### src/rtl/fpstk.sv
`timescale 1ns/1ps
module fpstk (
  input  logic        clk,
  input  logic        rst_n,
  input  logic        op_valid,
  input  logic [2:0]  op_code,
  input  logic [2:0]  op_idx,
  input  logic [63:0] op_data,
  input  logic [1:0]  cmp_pops,
  input  logic [2:0]  rd_idx,
  output logic [63:0] rd_data,
  output logic        rd_tag,
  output logic [2:0]  top_ptr,
  output logic [7:0]  tag_bits,
  output logic [15:0] status_word,
  output logic [15:0] ctrl_word
);
  localparam logic [2:0] OP_PUSH = 3'd0, OP_POP = 3'd1, OP_WR = 3'd2, OP_XCH = 3'd3,
                         OP_FREE = 3'd4, OP_CMP = 3'd5, OP_CLR = 3'd6, OP_INIT = 3'd7;
  localparam logic [15:0] CW_INIT = 16'h037F;

  logic [63:0] slot [8];
  logic [2:0]  top;
  logic [7:0]  tag;
  logic [15:0] sw, cw;

  wire [2:0] pi  = top + op_idx;
  wire [2:0] tdn = top - 3'd1;
  wire [2:0] tp1 = top + 3'd1;
  wire [2:0] tp2 = top + 3'd2;
  wire [2:0] ri  = top + rd_idx;

  assign rd_data     = slot[ri];
  assign rd_tag      = tag[ri];
  assign top_ptr     = top;
  assign tag_bits    = tag;
  assign status_word = sw;
  assign ctrl_word   = cw;

  wire [63:0] ca = slot[top];
  wire [63:0] cb = slot[pi];
  wire a_nan = (ca[62:52] == 11'h7FF) && (ca[51:0] != 52'd0);
  wire b_nan = (cb[62:52] == 11'h7FF) && (cb[51:0] != 52'd0);
  wire unord = a_nan || b_nan;
  wire ceq   = ((ca[62:0] == 63'd0) && (cb[62:0] == 63'd0)) || (ca == cb);
  logic clt;
  always_comb begin
    if (ca[63] != cb[63]) clt = ca[63];
    else if (!ca[63])     clt = ca[62:0] < cb[62:0];
    else                  clt = ca[62:0] > cb[62:0];
  end
  wire c0 = unord || (!ceq && clt);
  wire c2 = unord;
  wire c3 = unord || ceq;

  always_ff @(posedge clk) begin
    if (!rst_n) begin
      for (int k = 0; k < 8; k++) slot[k] <= '0;
      tag <= '0;
      top <= '0;
      sw  <= '0;
      cw  <= CW_INIT;
    end else if (op_valid) begin
      case (op_code)
        OP_PUSH: begin
          top       <= tdn;
          slot[tdn] <= op_data;
          tag[tdn]  <= 1'b1;
        end
        OP_POP: begin
          tag[top] <= 1'b0;
          top      <= tp1;
        end
        OP_WR: begin
          slot[pi] <= op_data;
          tag[pi]  <= 1'b1;
        end
        OP_XCH: begin
          slot[top] <= cb;
          slot[pi]  <= ca;
          tag[top]  <= 1'b1;
          tag[pi]   <= 1'b1;
        end
        OP_FREE: tag[pi] <= 1'b0;
        OP_CMP: begin
          sw <= {sw[15], c3, sw[13:11], c2, 1'b0, c0, sw[7:0]};
          if (cmp_pops == 2'd1) begin
            tag[top] <= 1'b0;
            top      <= tp1;
          end else if (cmp_pops >= 2'd2) begin
            tag[top] <= 1'b0;
            tag[tp1] <= 1'b0;
            top      <= tp2;
          end
        end
        OP_CLR: sw <= '0;
        default: begin
          for (int k = 0; k < 8; k++) slot[k] <= '0;
          tag <= '0;
          top <= '0;
          cw  <= CW_INIT;
        end
      endcase
    end
  end
endmodule


### config.mk
export PLATFORM = sky130hd
export DESIGN_NAME = fpstk
export DESIGN_NICKNAME = d
export VERILOG_FILES = /design/src/rtl/fpstk.sv
export SDC_FILE = /design/constraint.sdc
export NUM_CORES = 2
export LEC_CHECK = 0
export BUFFER_PORTS_ARGS = -buffer_cell sky130_fd_sc_hd__buf_2
export CORE_MARGIN = 1
export CORE_UTILIZATION = 54
export DETAILED_ROUTE_END_ITERATION = 10
export GPL_ROUTABILITY_DRIVEN = 0
export PLACE_DENSITY_LB_ADDON = 0.1
export SLEW_MARGIN = 5
export SYNTH_ARGS = -nofsm -noshare
export SYNTH_HDL_FRONTEND = slang
export SYNTH_SLANG_ARGS = --single-unit
### constraint.sdc
create_clock -name clk -period 19.04 [get_ports clk]
set_input_delay 3.808 -clock clk [delete_from_list [all_inputs] [get_ports clk]]
set_output_delay 3.808 -clock clk [all_outputs]
set_load 0.01 [all_outputs]
Yosys cells after proc, flatten, opt, wreduce, memory -nomap -nowiden --
Memory sizes are Yosys's and may differ from the RTL's. A register that Yosys moved wholly into a read port is not among the register bits. Cells that the tools add are included. Widths: inputs -> output; s select.
Word-level totals: flip-flop bits (word level) 27, latch bits 0, bits in writable memories 512, bits in read-only memories 0, input port bits 78, output and inout port bits 108, memories kept 1
Memories:
- slot | depth 8, bits a word 64, read ports 3, clocked after Yosys merged registers in 1, wr ports 8, line 22 | logic [63:0] slot [8];
Cells by class: add/subtract/negate cells 5, multipliers 0, div/mod/pow operators 0, $lt $le $gt $ge 12, eq/ne operators 13, shifts and indexed selects 0, mux-type cells 56, bitwise operators 25, reduce and logical (&&, ||, !) cells 28
Operators with widths (count):
- $mux 64 | 12
- $reduce_or 64->1 | 3
- $logic_not 63->1 | 2
- $reduce_bool 52->1 | 2
- $eq 64x64->1 | 1
- $gt 63x63->1 | 1
- $lt 63x63->1 | 1
- $pmux 8 s7 | 1
- $or 8x8->8 | 4
- $pmux 16 s2 | 1
- $mux 1 | 27
- $and 8x8->8 | 3
- $not 8->8 | 3
- $eq 11x11->1 const B | 2
- $mux 3 | 7
- $lt 3x4->1 const B | 5
- $mux 8 | 2
- $demux 1 s3 | 4
- $ge 3x1->1 const B | 4
- $pmux 3 s4 | 1
- $eq 3x3->1 const B | 3
- $or 1x1->1 | 9
- $reduce_and 3->1 | 3
- $logic_and 1x1->1 | 8
- other kinds (21) | 30

Depth between registers and ports, before layout --
depth after elaboration 10, mapped depth 23

Least setup slack after synthesis --
OpenSTA, ideal clock, no wires.
path type input to output, start input rd_idx[0], end output rd_data[53], arrival time 6.151 ns, data required time 15.232 ns, setup slack 9.081 ns, stages on the path 8, path buffers 2, cells stage by stage ha_1 fa_1 xnor2_1 xnor2_1 clkbuf_1 buf_1 mux4_2 mux2_2
On the way: word-level cells in the longest chain between the ends 2
Ends and longest elaborated chain:
- from (decl) | line 10 | input logic [2:0] rd_idx,
- $add 3x3->3 | line 31 | wire [2:0] ri = top + rd_idx;
- $mem_v2 8x64
- to (decl) | line 11 | output logic [63:0] rd_data,
No other way between the ends.

Final worst setup path --
start input rd_idx[0], end output rd_data[1]
Same word-level chain as after synthesis.

==> run_results.csv <==
group,metric,value,unit
layout,final_nets,3130,
outcome,status,"finished, final reports clean",
layout,nFillCells,5324,
detailed_routing,first_iter_violations,5476,
timing,fin_skew,21.5,ps
setup_path,cp-end-kind,"output port",
clock_network,clk_pin_slew,60,ps
floorplan,rows,94,
timing,slew_headroom,9.48,%
layout,drive_gt1_share,26.9,%
power_and_ir_drop,p_clk_share,33.8,%
setup_path,slowest_delay,970,ps
yosys,syn_area,36400,µm²
floorplan,io_pins,186,
setup_path,critPathBufInv,4,
setup_path,crit_chain,"buf_2 > ha_4 > fa_4 > xnor2_1 > xnor2_2 > buf_4 > buf_4 > mux4_2 > mux2_2 > buf_2",
clock_network,ctsHoldBuffers,0,
timing,holdWs,480,ps
yosys,synth_area_per_cell,12.2,µm²
power_and_ir_drop,p_switching,1.12,mW
hold_path,worstHoldStart,"status_word[10]",
yosys,yosys_most_used_dff,"edfxtp_1",
detailed_routing,vias,32205,
clock_network,clock-root-buffer,"clkbuf_16",
timing,setup_viol,0,
layout,seqCellArea,15700,µm²
power_and_ir_drop,ir_worst_vdd,0.0749,mV
yosys,ys_warn_count,0,
layout,area_growth,9.02,%
timing,drv_slew,0,
setup_path,crit_family,"buffers and inverters",
power_and_ir_drop,p_leak,14.0,nW
placement,pre_cts_slack,7460,ps
power_and_ir_drop,power,3.44,mW
detailed_routing,wirelength,149000,µm
clock_network,cts.sinks,529,
floorplan,start_util,55.0,%
layout,final_cell_mix,"edfxtp_1, o22ai_1, mux4_2, buf_2, nand2_1",
yosys,seq_area_frac_synth,43.1,%
setup_path,cp-startpoint,"rd_idx[0]",
layout,final_cells,3900,
clock_network,h-tree-depth,2,
setup_path,arrival,7800,ps
setup_path,path_max_fanout,71,
timing,max_freq,0.0861,GHz
yosys,ys_types,95,
detailed_routing,final_antenna_net_count,0,
power_and_ir_drop,intPower,2.31,mW
floorplan,die_h,262,µm
placement,dp.cells,3783,
placement,placed_area,37800,µm²
setup_path,crit_slowest_cell,"buf_4",
clock_network,ctsResizeCount,0,
hold_path,hp-class,"reg2reg",
power_and_ir_drop,swShare,32.6,%
yosys,synth-seq-cells,529,
setup_path,rr_startpoint,"top_ptr[1]",
layout,finalCoreUtilization,60.0,%
run,max_cap_violations,0,
yosys,synth_enable_flop_cells,512,
global_route,grt_pass1_wl,211000,µm
floorplan,dieWidth,262,µm
detailed_routing,wl_per_cell,38.3,µm
power_and_ir_drop,combPwrFrac,25.7,%
power_and_ir_drop,power_density,86.5,nW/µm²
layout,multi_input_area,19300,µm²
detailed_routing,drc,0,
clock_network,cts_tree,"yes",
clock_network,post-cts-setup-buffers,0,
setup_path,path_class,"in2out",
timing,finalCritPeriodShare,61.0,%
setup_path,cp-start-kind,"input pin",
timing,tns,0,ps
global_route,grt_max_degree,95,
placement,dp_hpwl,85700,µm
global_route,grt.total_usage,42.9,%
clock_network,cts_buffers,60,
timing,worst_slack,7430,ps
timing,worst_pin_slew,1360,ps
detailed_routing,viasPerCell,8.26,
floorplan,dieArea,68500,µm²
placement,io_buffer_count,156,
layout,stdcell_area,39700,µm²
layout,final_common_cell,"edfxtp_1",
detailed_routing,firstDrtPassIters,6,
global_route,grt_pass1_vias,30673,
clock_network,ctsLongestPathBuffers,3,
timing,finalCriticalPeriod,11610,ps
clock_network,clock_latency,660,ps
floorplan,core,66200,µm²
global_route,overflow,0,
timing,finalHoldViolCount,0,
yosys,syn_inst,2987,
timing,rsz0062_at_grt,"false",
power_and_ir_drop,power_frac_seq,40.5,%
setup_path,cp.required,15230,ps
yosys,synthArstFlopShare,0,%
global_route,antenna_found_initial,1,
logic make-up after synthesis:
group	synth area share (%)
AOI/OAI and AO/OA	15.9
xor gates and xnor gates	0.419
adders and majority gates	2.48
buffers and inverters	4.80
DFF	43.1
muxes	25.7
other	0.0206
and+or+nand+nor	7.59
path summary, 6_finish.rpt:
path	slack (ps)	cells after the start	endpoint
hold / removal	480	2	status_word[10]
setup reg to reg	11250	15	status_word[8]
hold reg to reg	480	2	status_word[10]
setup / recovery	7430	10	rd_data[1]
power groups by stage:
stage	clock (mW)	combinational, mW	sequential, mW
global placement	0	0.835	1.41
CTS	1.15	0.853	1.39
global route	1.19	0.916	1.39
finish	1.16	0.884	1.39
detailed placement	0	0.848	1.41
floorplan	0	0.574	1.39
layer usage:
layer | GRT usage [%] | vias to the layer above | part of all wire, %
met5 | 0 | - | 0
met4 | 26.9 | 0 | 7.0
met3 | 13.5 | 719 | 15
met2 | 63.7 | 3250 | 44
met1 | 54.8 | 15870 | 34
li1 | - | 12366 | -
synthesized netlist by cell type, drive strengths merged (11+ instances only):
| cell type | number | area [µm²] |
|---|---|---|
| edfxtp | 512 | 15400 |
| o22ai | 504 | 3170 |
| mux4 | 306 | 6890 |
| clkbuf | 211 | 792 |
| nand2 | 142 | 533 |
| buf | 133 | 737 |
| mux2i | 119 | 1240 |
| nor2 | 110 | 413 |
| mux2 | 109 | 1230 |
| a21oi | 104 | 536 |
| o21ai | 82 | 425 |
| ha | 69 | 863 |
| inv | 59 | 221 |
| nand3 | 51 | 255 |
| nor3 | 50 | 255 |
| nand4 | 44 | 275 |
| nand3b | 34 | 255 |
| nor2b | 31 | 194 |
| nor4 | 27 | 169 |
| o211ai | 24 | 190 |
| a31oi | 22 | 138 |
| a21o | 20 | 150 |
| and3 | 17 | 106 |
| dfxtp | 17 | 340 |
| a211oi | 12 | 103 |
| a22oi | 12 | 100 |
| o221ai | 12 | 118 |
| nand2b | 11 | 68.8 |
worst register-to-register path, stage by stage (launching register included):
cell and delay, ps:
dfxtp_1 610, inv_1 300, fa_4 630, xnor3_4 880
buf_4 840, nor2_1 510, a2111oi_2 720, ha_1 250
nand4_1 190, nor4_1 940, and3_1 450, nand3_1 120
or3b_1 480, and2_1 210, a221oi_1 370, o32ai_1 150
registers in the layout, summed over array words and instances, names as in the netlist, named ones only:
name         count
slot           512
tag_bits         8
status_word      3
top_ptr          3
layout make-up:
class                           count  share of cell area, %
Antenna cell                        4                 0.0252
Multi-Input combinational cell   2082                   48.6
Sequential cell                   529                   39.6
Clock buffer                       79                   4.12
Tap cell                          864                   2.72
Inverter                           59                  0.557
Timing Repair Buffer              249                   3.75
Clock inverter                     34                  0.664
Note: power is estimated with default switching activity, not from simulation.
